--- src/rtl/ptimer.sv ---
module ptimer #(
  parameter int DW      = 32,
  parameter int ADDR_W  = 5,
  parameter int PSC_W   = 8,
  parameter int PSC_LSB = 8
) (
  input  logic              clk,
  input  logic              rst_n,
  input  logic              bus_valid,
  input  logic              bus_write,
  input  logic [ADDR_W-1:0] bus_addr,
  input  logic [DW-1:0]     bus_wdata,
  output logic [DW-1:0]     bus_rdata,
  output logic              irq
);
  localparam logic [ADDR_W-1:0] OFF_LOAD = ADDR_W'(0);
  localparam logic [ADDR_W-1:0] OFF_CNT  = ADDR_W'(4);
  localparam logic [ADDR_W-1:0] OFF_CTL  = ADDR_W'(8);
  localparam logic [ADDR_W-1:0] OFF_STAT = ADDR_W'(12);

  logic [DW-1:0]    load_q, cnt_q, ctrl_q;
  logic [PSC_W-1:0] psc_q;
  logic             status_q;

  wire              en     = ctrl_q[0];
  wire              ar     = ctrl_q[1];
  wire              ie     = ctrl_q[2];
  wire [PSC_W-1:0]  presc  = ctrl_q[PSC_LSB +: PSC_W];
  wire              new_en = bus_wdata[0];
  wire              new_ar = bus_wdata[1];
  wire [PSC_W-1:0]  new_p  = bus_wdata[PSC_LSB +: PSC_W];

  wire wr      = bus_valid && bus_write;
  wire wr_load = wr && bus_addr == OFF_LOAD;
  wire wr_cnt  = wr && bus_addr == OFF_CNT;
  wire wr_ctl  = wr && bus_addr == OFF_CTL;
  wire wr_st   = wr && bus_addr == OFF_STAT;

  wire run     = en && cnt_q != '0;
  wire tick_ok = run && !wr_load && !wr_cnt && !(wr_ctl && !new_en);
  wire fire    = tick_ok && psc_q == '0 && cnt_q == DW'(1);

  always_ff @(posedge clk or negedge rst_n) begin
    if (!rst_n) begin
      load_q   <= '0;
      cnt_q    <= '0;
      ctrl_q   <= '0;
      psc_q    <= '0;
      status_q <= 1'b0;
    end else begin
      if (wr_load) load_q <= bus_wdata;
      if (wr_ctl)  ctrl_q <= bus_wdata;

      if (wr_load || wr_cnt) begin
        cnt_q <= bus_wdata;
        psc_q <= presc;
      end else if (wr_ctl && new_en && !run) begin
        if (new_ar) cnt_q <= load_q;
        psc_q <= new_p;
      end else if (tick_ok) begin
        if (psc_q != '0) begin
          psc_q <= psc_q - 1'b1;
        end else begin
          psc_q <= presc;
          if (cnt_q == DW'(1)) cnt_q <= ar ? load_q : '0;
          else                 cnt_q <= cnt_q - 1'b1;
        end
      end

      if (fire)                           status_q <= 1'b1;
      else if (wr_st && bus_wdata[0])     status_q <= 1'b0;
    end
  end

  always_comb begin
    bus_rdata = '0;
    if (bus_valid && !bus_write) begin
      case (bus_addr)
        OFF_LOAD: bus_rdata = load_q;
        OFF_CNT:  bus_rdata = run ? cnt_q : '0;
        OFF_CTL:  bus_rdata = ctrl_q;
        OFF_STAT: bus_rdata = {{(DW-1){1'b0}}, status_q};
        default:  bus_rdata = '0;
      endcase
    end
  end

  assign irq = status_q && ie;

  p_hold_r4: assert property (@(posedge clk) disable iff (!rst_n)
    (tick_ok && psc_q != '0) |=> $stable(cnt_q));

  p_one_shot_r5: assert property (@(posedge clk) disable iff (!rst_n)
    (fire && !ar) |=> (cnt_q == '0 && status_q));

  p_reload_r6: assert property (@(posedge clk) disable iff (!rst_n)
    (fire && ar) |=> (cnt_q == $past(load_q) && status_q));

  p_rerun_r7: assert property (@(posedge clk) disable iff (!rst_n)
    (wr_ctl && new_en && run && psc_q != '0) |=> $stable(cnt_q));

  p_zero_idle_r9: assert property (@(posedge clk) disable iff (!rst_n)
    (cnt_q == '0 && !wr_load && !wr_cnt && !(wr_ctl && new_ar)) |=> cnt_q == '0);

  p_w1c_r10: assert property (@(posedge clk) disable iff (!rst_n)
    (wr_st && bus_wdata[0] && !fire) |=> !status_q && !irq);

  p_expiry_wins_r11: assert property (@(posedge clk) disable iff (!rst_n)
    fire |=> status_q);
endmodule

--- config.mk ---
export PLATFORM = sky130hd
export DESIGN_NAME = ptimer
export DESIGN_NICKNAME = d
export VERILOG_FILES = /design/src/rtl/ptimer.sv
export SDC_FILE = /design/constraint.sdc
export NUM_CORES = 1
export LEC_CHECK = 0
export BUFFER_PORTS_ARGS = -buffer_cell sky130_fd_sc_hd__buf_2
export CORE_UTILIZATION = 40
export CTS_CLUSTER_DIAMETER = 150
export DETAILED_ROUTE_END_ITERATION = 16
export PLACE_DENSITY = 0.6
export SLEW_MARGIN = 10
export SYNTH_ARGS = -nofsm -noshare
export SYNTH_HDL_FRONTEND = slang
export SYNTH_SLANG_ARGS = --single-unit
--- constraint.sdc ---
create_clock -name clk -period 6.3 [get_ports clk]
set_clock_uncertainty 0.2 [all_clocks]
set_input_delay 0.63 -clock clk [delete_from_list [all_inputs] [get_ports clk]]
set_output_delay 0.63 -clock clk [all_outputs]
set_load 0.005 [all_outputs]
==> metrics.csv, run 1 <==
stage;metric;value;unit
outcome;status;completed;
route;antenna-violating nets left;0;
clock_tree;CTS Buffer Depth;2;
logic_synthesis;Yosys reg bits;105;
grt;Overall Global Routing Usage;24.25;%
min_path;Worst Hold Class;in2async;
logic_synthesis;Post-synth EDFFs;0;
final_layout;n_diodes;0;
clock_tree;CTS tree;done;
clock_tree;# resized after CTS;0;
final_layout;# nets final;727;
sta;Final Hold Fails;0;
logic_synthesis;syn_nets;690;
job;max_cap viols;0;
critical_path;Worst EP required;5.47;ns
logic_synthesis;area leader, netlist;dfrtp_1;
clock_tree;setup repair bufs after CTS;0;
floorplan;initial core utilization;40.99;%
grt;GRT Residual Overflow;0;
logic_synthesis;post-synth cell types;58;
clock_tree;Hold Buf Count CTS;0;
grt;antenna violations before repair;0;
route;drt initial violations;704;
floorplan;I/O pins;74;
power_and_ir_drop;Leakage Power;3.059;nW
route;Met3 Wirelength;1.306;mm
floorplan;die area;16080;um^2
logic_synthesis;Yosys warnings;0;
logic_synthesis;Synth top area share;42.17;%
sta;final period utilization;73.26;%
logic_synthesis;sequential element share of the synthesized area;42.17;%
final_layout;layout cell share with drive strength beyond 1;23.47;%
clock_tree;TritonCTS Buffers;9;
sta;Max Slew Vio Count;0;
critical_path;CP max FO;26;
route;WL final;18.51;mm
clock_tree;H-tree Lvls;3;
route;Vias;5630;
clock_tree;CTS root buf;clkbuf_16;
place;dpl cell area;6708;um^2
sta;count of final setup violators;0;
logic_synthesis;Mapped Area;6231;um^2
route;vias per std cell;6.442;
sta;worst slew pin tran;1.202;ns
power_and_ir_drop;Peak VDD IR;0.0001265;V
grt;pin count of the biggest net entering global routing;78;
place;Final GP Congestion;0.8446;
sta;fin crit period;4.616;ns
grt;first-pass GRT wire length;30.41;mm
final_layout;area grow syn2layout;12.81;%
route;DR pass1 iterations;6;
floorplan;Core Area;15200;um^2
logic_synthesis;ys async rst share;100.0;%
sta;Max Clk Rate;0.2167;GHz
critical_path;WP data arrival;3.79;ns
place;DP HPWL;11.88;mm
floorplan;die width;126.8;um
sta;Final Hold Slack;0.09941;ns
clock_tree;worst skew pair latency;0.36;ns
logic_synthesis;Synth Flop Type;dfrtp_1;
route;WL/cell;21.18;um
route;Routed met2 length;8.441;mm
logic_synthesis;top post-synthesis cells by count;dfrtp_1, nor2_1, mux2_2;
sta;RSZ-0062 raised after global routing;false;
route;# DRC;0;
sta;Slew Limit Headroom;19.46;%
grt;vias in the first global route;5550;
clock_tree;Sink Count;105;
critical_path;WS Path Type;reg2out;
place;input/output buffers;73;
sta;setup TNS;0;ns
route;DRT met1 WL;8.416;mm
critical_path;Setup crit start kind;flip-flop;
power_and_ir_drop;cell area power density;249.0;nW/um^2
floorplan;Site Rows;45;
clock_tree;clock slew at reported path FFs;0.07;ns
route;top layer reached by signal wires;met4;
critical_path;endpoint class of the critical path;primary output;
power_and_ir_drop;Tot Pwr;1.751;mW
final_layout;Finished Cell Area;7029;um^2
logic_synthesis;top post-synthesis cells by area;dfrtp_1, mux2_2, a222oi_1;
logic_synthesis;Post-Synthesis Cells;644;
logic_synthesis;most numerous cell in the Yosys netlist;dfrtp_1;
floorplan;die height;126.8;um
logic_synthesis;Post-Syn Area per Cell;9.675;um^2
-- cell families after synthesis --
group                      after synthesis  share of synthesized area, %
and+or+nand+nor                        202                         15.94
DFF                                    105                         42.17
adders and majority gates                5                         1.004
muxes                                   49                         8.895
AOI/OAI and AO/OA                      186                         23.72
xor gates and xnor gates                23                         3.233
buffers and inverters                   74                         5.040
-- area by class of cell --
class,instances,area [um^2]
Multi-Input combinational cell,465,3323
Clock buffer,11,242.7
Timing Repair Buffer,87,473.0
Tap cell,188,235.2
Sequential cell,105,2628
Fill cell,1463,8173
Inverter,13,48.80
Clock inverter,5,78.83
-- path summary, 6_finish.rpt --
path	end	from	cells past startpoint	slack [ns]
min in group clk	ctrl_q[25]$_DFFE_PN0N_	ctrl_q[25]$_DFFE_PN0N_	1	0.31
max in group asynchronous	ctrl_q[25]$_DFFE_PN0N_	rst_n	2	4.59
worst min register to register	ctrl_q[25]$_DFFE_PN0N_	ctrl_q[25]$_DFFE_PN0N_	1	0.31
worst min-delay path	psc_q[3]$_DFFE_PN0P_	rst_n	1	0.1
worst max-delay path	bus_rdata[31]	cnt_q[19]$_DFFE_PN0P_	8	1.68
worst max register to register	cnt_q[18]$_DFFE_PN0P_	cnt_q[19]$_DFFE_PN0P_	6	2.00
-- sequential cells by signal (all words and copies together) (netlist names) --
signal and count:
psc_q 8, cnt_q 32, load_q 32, status_q 1, ctrl_q 32
-- placed cells by master, fill, tap and decap left out, types with 5 or more instances in the layout --
cell type	count
dfrtp_1	105
nor2_1	76
buf_2	72
mux2_2	43
a222oi_1	31
nand3_1	29
a21oi_1	27
o22a_1	21
nand2_1	19
nor3_1	18
nor4_1	16
o31ai_1	16
o21ai_0	15
buf_4	15
xor2_1	14
inv_1	13
a221oi_1	12
or3_1	9
xnor2_1	9
o21ai_1	9
clkbuf_16	9
a221o_1	8
o32ai_1	7
or4_1	6
a22oi_1	6
ha_1	5
-- layer usage --
layer  up-vias  global-route usage [%]
li1       2560                       -
met1      2812                   35.02
met2       232                   36.62
met3        26                   3.880
met4         0                   8.824
met5         -                       0
-- power breakdown --
part | internal, mW | switching [mW]
registers | 0.768 | 0.0939
logic | 0.144 | 0.128
clock network | 0.359 | 0.258
total | 1.27 | 0.480
-- critical path, stage by stage, from the launching register on --
cell      delay [ns]
dfrtp_1         0.43
or4_4           0.57
or4_1           0.74
o41ai_4         0.44
nor4b_2         0.19
buf_4           0.30
a222oi_1        0.50
nor2_1          0.08
buf_2           0.16
-- through the flow --
step	util (%)	std cells	worst slack, ns
detailed placement	44.12	858	2.044
CTS	46.24	874	1.720
floorplan	-	644	2.943
finish	46.24	874	1.684
global placement	44.12	858	2.116
global route	46.24	874	1.500
(Power assumes the default switching activity.)
==> inputs of run 2 (changes only) <==
Settings changed: ABC_AREA set to 1.
Clock period 6.3 ns to 4.6 ns, I/O delays scaled along.
==> run 2 against run 1 <==
Net effect: cell area grew 9.5%; worst setup slack lost 0.51 ns; global-route usage grew 0.38 points; utilization shrank 0.31 points; sequential share of layout area shrank 3.2 points; final cell count grew 50%; count of clock-buffer cells in the layout grew 1; critical path type is now in2reg; critical endpoint is now psc_q[3]$_DFFE_PN0P_; highest routed layer unchanged.
==> metrics.csv, run 2 <==
stage;metric;value;unit
outcome;status;completed;
critical_path;WP data arrival;3.47;ns
logic_synthesis;Yosys warnings;0;
critical_path;endpoint class of the critical path;flip-flop;
sta;Max Slew Vio Count;0;
power_and_ir_drop;switching power share of the total;43.20;%
route;antenna-violating nets left;0;
final_layout;area grow syn2layout;11.01;%
job;max_cap viols;0;
power_and_ir_drop;Leakage Power;3.889;nW
place;DP HPWL;14.58;mm
grt;pin count of the biggest net entering global routing;77;
logic_synthesis;post-synth cell types;37;
sta;setup TNS;0;ns
sta;Final WS setup;1.172;ns
route;WL final;20.63;mm
grt;vias in the first global route;6514;
clock_tree;Hold Buf Count CTS;0;
logic_synthesis;area leader, netlist;dfrtp_1;
final_layout;commonest non-fill, non-tap cell in the layout;nand2_1;
logic_synthesis;Synth top area share;37.89;%
critical_path;Setup crit start kind;input pin;
clock_tree;worst skew pair latency;0.36;ns
critical_path;Reg2Reg Capture Point;cnt_q[14]$_DFFE_PN0P_;
place;pre-CTS setup slack;0.8199;ns
route;drt initial violations;408;
logic_synthesis;Post-Synthesis Cells;1048;
route;WL/cell;15.69;um
final_layout;# nets final;1137;
logic_synthesis;most numerous cell in the Yosys netlist;nand2_1;
sta;Max Clk Rate;0.2917;GHz
route;vias per std cell;5.168;
floorplan;Core Area;16760;um^2
grt;antenna violations before repair;0;
sta;count of final setup violators;0;
grt;first-pass GRT wire length;34.58;mm
power_and_ir_drop;Comb pwr share;42.7;%
sta;RSZ-0062 raised after global routing;false;
power_and_ir_drop;Flop pwr share;37.4;%
clock_tree;Sink Count;105;
power_and_ir_drop;Clock power frac;19.9;%
final_layout;layout cell share with drive strength beyond 1;11.60;%
route;# DRC;0;
sta;Final Hold Fails;0;
clock_tree;CTS Buffer Depth;2;
min_path;Worst Hold Class;in2async;
final_layout;n_diodes;0;
power_and_ir_drop;internal power;2.136;mW
final_layout;most frequent cells in the layout;nand2_1, nand3_1, dfrtp_1;
sta;worst slew pin tran;1.166;ns
power_and_ir_drop;cell area power density;488.6;nW/um^2
critical_path;CP max FO;51;
place;input/output buffers;73;
clock_tree;clock slew at reported path FFs;0.07;ns
clock_tree;TritonCTS Buffers;9;
clock_tree;CTS tree;done;
final_layout;biggest registers after layout;cnt_q: 32 flops, ctrl_q: 32 flops, load_q: 32 flops;
route;DR pass1 iterations;5;
clock_tree;CTS root buf;clkbuf_16;
grt;GRT Residual Overflow;0;
floorplan;initial core utilization;41.37;%
floorplan;die width;133.7;um
critical_path;r2r worst-path depth;10;
logic_synthesis;Post-synth EDFFs;0;
logic_synthesis;Mapped Area;6934;um^2
critical_path;Worst EP required;4.65;ns
power_and_ir_drop;P_sw;1.625;mW
floorplan;die height;133.7;um
clock_tree;setup repair bufs after CTS;0;
logic_synthesis;Post-Syn Area per Cell;6.617;um^2
final_layout;non-filler cells, final;1315;
place;Final GP Congestion;0.9249;
sta;fin crit period;3.428;ns
logic_synthesis;ys async rst share;100.0;%
power_and_ir_drop;Peak VDD IR;0.0002346;V
logic_synthesis;syn_nets;1094;
sta;Slew Limit Headroom;22.19;%
critical_path;worst reg-to-reg setup slack;1.58;ns
floorplan;I/O pins;74;
logic_synthesis;sequential element share of the synthesized area;37.89;%
logic_synthesis;top post-synthesis cells by count;nand2_1, nand3_1, dfrtp_1;
critical_path;WS Path Type;in2reg;
clock_tree;H-tree Lvls;3;
route;Vias;6796;
sta;final period utilization;74.53;%
floorplan;die area;17870;um^2
logic_synthesis;Synth Flop Type;dfrtp_1;
critical_path;reg2reg start;psc_q[0]$_DFFE_PN0P_;
clock_tree;# resized after CTS;0;
grt;Overall Global Routing Usage;24.63;%
logic_synthesis;top post-synthesis cells by area;dfrtp_1, nand2_1, nand3_1;
logic_synthesis;Yosys reg bits;105;
place;post-placement cell count;1300;
floorplan;Site Rows;47;
[run 2: cell families after synthesis]
logic type,count (synthesis),share of synthesized area [%]
flops,105,37.89
compound gates,127,10.18
xor+xnor,22,2.779
fa+ha+maj,5,0.9022
buf+inv,137,8.264
simple gates,652,39.99
[run 2: how the worst max path moves through the flow]
stage,start,end,slack [ns],cells after the start
3_3_place_gp,bus_addr[2],psc_q[3]$_DFFE_PN0P_,0.91,14
3_5_place_dp,bus_addr[2],psc_q[3]$_DFFE_PN0P_,0.82,14
4_1_cts,cnt_q[0]$_DFFE_PN0P_,bus_rdata[0],1.20,11
6_report,bus_addr[2],psc_q[3]$_DFFE_PN0P_,1.17,14
2_1_floorplan,cnt_q[0]$_DFFE_PN0P_,bus_rdata[1],2.36,10
5_1_grt,bus_addr[1],cnt_q[16]$_DFFE_PN0P_,0.77,13
[run 2: per-layer routing]
metal / GRT usage [%] / wire (um)
met4: 6.124 / 252
met1: 34.81 / 10190
met5: 0 / 0
met2: 39.61 / 9548
met3: 3.387 / 633
[run 2: final cells by class]
class	count	area, um^2
timing repair buffer	84	450.4
sequential	105	2628
tap	220	275.3
fill	1785	9062
clock inverter	3	15.01
inverter	85	319.1
multi-input combinational	806	3744
clock buffer	12	266.5
[run 2: power by group through the flow]
stage	Sequential [mW]	Clock, mW	Combinational [mW]
floorplan	1.33	0	1.25
global placement	1.42	0	1.58
detailed placement	1.42	0	1.59
CTS	1.40	0.769	1.60
global route	1.44	0.802	1.86
finish	1.41	0.748	1.61
[run 2: metrics by stage]
stage | instance area (um^2) | power, mW | util (%) | hold WS (ns)
after floorplan | 6934 | 2.586 | - | -0.03559
after global placement | 7416 | 3.000 | 44.25 | 0.2674
after detailed placement | 7416 | 3.010 | 44.25 | 0.2730
after CTS | 7697 | 3.773 | 45.93 | 0.1003
after global routing | 7697 | 4.105 | 45.93 | 0.1370
final | 7697 | 3.761 | 45.93 | 0.05110
[run 2: critical path, stage by stage]
cell	delay, ns
buf_2	0.12
nor2_1	0.05
nand3_1	0.11
nor2_2	0.04
buf_4	0.19
inv_2	0.62
nor2_2	0.27
nand2_2	0.44
buf_4	0.29
nand2_1	0.07
nor2_1	0.56
a21oi_1	0.08
nand2_1	0.10
nand2_1	0.05
==> inputs of run 3 (changes only) <==
Settings changed: PLACE_DENSITY 0.6 to 0.62.
Clock period 4.6 ns to 2.9 ns, I/O delays scaled along.
==> run 3 against run 2 <==
Net effect: first-iteration DRC count grew 20%; sequential power grew 56%; sequential share of layout area shrank 1.7 points; worst setup slack lost 1.0 ns; combinational power grew 63%; critical path depth shrank 3; global-route usage shrank 0.64 points; critical path type is now reg2out.
==> metrics.csv, run 3 (same netlist as run 2, synthesis figures left out) <==
stage;metric;value;unit
outcome;status;completed;
final_layout;Final Util;48.27;%
critical_path;CP max FO;13;
critical_path;endpoint class of the critical path;primary output;
sta;Final Hold Slack;0.01526;ns
grt;gr busiest metal;met2;
power_and_ir_drop;P_sw;2.616;mW
place;input/output buffers;73;
clock_tree;CTS Buffer Depth;2;
clock_tree;TritonCTS Buffers;9;
grt;first-pass GRT wire length;33.82;mm
final_layout;area grow syn2layout;16.67;%
grt;M3 GR Usage;3.425;%
power_and_ir_drop;Clock power frac;24.0;%
grt;routing usage on met1;33.69;%
route;drt initial violations;491;
final_layout;n_diodes;0;
sta;count of final setup violators;0;
clock_tree;H-tree Lvls;3;
place;dpl cell area;7584;um^2
critical_path;WS Path Type;reg2out;
critical_path;WP data arrival;2.26;ns
power_and_ir_drop;Peak VDD IR;0.0004825;V
final_layout;layout cell share with drive strength beyond 1;13.02;%
grt;Overall Global Routing Usage;23.99;%
clock_tree;clock slew at reported path FFs;0.07;ns
sta;Final Hold Fails;0;
power_and_ir_drop;switching power share of the total;41.18;%
floorplan;die height;133.7;um
critical_path;Setup crit start kind;flip-flop;
critical_path;Worst EP required;2.41;ns
sta;final period utilization;94.89;%
floorplan;die area;17870;um^2
place;pre-CTS setup slack;0.3490;ns
power_and_ir_drop;internal power;3.737;mW
route;vias per std cell;5.205;
route;Vias;7022;
floorplan;I/O pins;74;
clock_tree;Sink Count;105;
final_layout;biggest registers after layout;cnt_q: 32 flops, ctrl_q: 32 flops, load_q: 32 flops;
floorplan;initial core utilization;41.37;%
job;max_cap viols;0;
clock_tree;CTS root buf;clkbuf_16;
place;DP HPWL;14.63;mm
grt;GRT Residual Overflow;0;
route;# DRC;0;
sta;Slew Limit Headroom;23.70;%
final_layout;# nets final;1170;
sta;RSZ-0062 raised after global routing;false;
final_layout;commonest non-fill, non-tap cell in the layout;nand2_1;
final_layout;fillcell total;1753;
place;Final GP Congestion;0.9766;
floorplan;Site Rows;47;
floorplan;Core Area;16760;um^2
sta;setup TNS;0;ns
sta;worst slew pin tran;1.143;ns
sta;Final WS setup;0.1482;ns
route;DR pass1 iterations;5;
power_and_ir_drop;cell area power density;785.2;nW/um^2
min_path;Worst Hold Class;in2reg;
grt;pin count of the biggest net entering global routing;106;
grt;GRT met2 Usage;37.85;%
clock_tree;CTS tree;done;
sta;fin crit period;2.752;ns
clock_tree;worst skew pair latency;0.36;ns
route;antenna-violating nets left;0;
power_and_ir_drop;Leakage Power;4.084;nW
final_layout;most frequent cells in the layout;nand2_1, nand3_1, dfrtp_1;
route;WL final;20.48;mm
grt;antenna violations before repair;0;
clock_tree;setup repair bufs after CTS;0;
power_and_ir_drop;Comb pwr share;41.4;%
route;WL/cell;15.18;um
final_layout;Finished Cell Area;8090;um^2
sta;Max Clk Rate;0.3634;GHz
power_and_ir_drop;Flop pwr share;34.6;%
grt;vias in the first global route;6541;
floorplan;die width;133.7;um
sta;Max Slew Vio Count;0;
[run 3: layer usage]
metal	vias to the layer above	part of all wire, %
met5	-	0
met4	0	1.5
met3	21	4.7
met2	184	46
met1	3280	48
li1	3537	-
[run 3: critical path: stages (launching register included)]
cell	delay, ns
dfrtp_1	0.40
inv_1	0.11
ha_1	0.21
nand2_1	0.08
nor2_1	0.06
nand2_2	0.08
nor2_1	0.06
nor2_2	0.18
buf_4	0.24
nand3_1	0.12
a31oi_1	0.19
buf_2	0.16
[run 3: final timing paths]
kind / startpoint / to / slack (ns) / depth (start not counted)
hold reg to reg: ctrl_q[18]$_DFFE_PN0N_ / ctrl_q[18]$_DFFE_PN0N_ / 0.29 / 2
setup / recovery: cnt_q[0]$_DFFE_PN0P_ / bus_rdata[23] / 0.15 / 11
max in group asynchronous: rst_n / ctrl_q[27]$_DFFE_PN0N_ / 1.71 / 3
min in group asynchronous: rst_n / psc_q[7]$_DFFE_PN0P_ / 0.33 / 3
hold / removal: bus_wdata[25] / ctrl_q[25]$_DFFE_PN0N_ / 0.02 / 3
setup reg to reg: cnt_q[0]$_DFFE_PN0P_ / cnt_q[28]$_DFFE_PN0P_ / 0.31 / 12
[run 3: cell type report]
type,instances,area [um^2],area share [%]
clock buffers,9,225.2,2.784
inverters,85,319.1,3.944
multi-input cells,806,3744,46.27
well taps,220,275.3,3.402
repair buffers,117,758.2,9.372
flip-flops and latches,105,2628,32.48
clock inverters,7,141.4,1.748
[run 3: what timing repair did]
action                                  CTS  global route
endpoints found under the setup margin    0             0
endpoints found under the hold margin   119             0
gates resized for setup                   0             0
hold buffers                             14             0
[run 3: power groups by stage]
stage / clock network, mW / registers, mW / logic (mW)
5_1_grt: 1.59 / 2.25 / 3.00
3_5_place_dp: 0 / 2.22 / 2.58
4_1_cts: 1.55 / 2.19 / 2.62
2_1_floorplan: 0 / 2.12 / 1.99
3_3_place_gp: 0 / 2.20 / 2.58
6_report: 1.53 / 2.20 / 2.63
[run 3: per-stage QoR]
stage,power (mW),cells
after floorplan,4.102,1048
after global placement,4.773,1319
after detailed placement,4.800,1319
after CTS,6.359,1349
after global routing,6.847,1349
final,6.353,1349
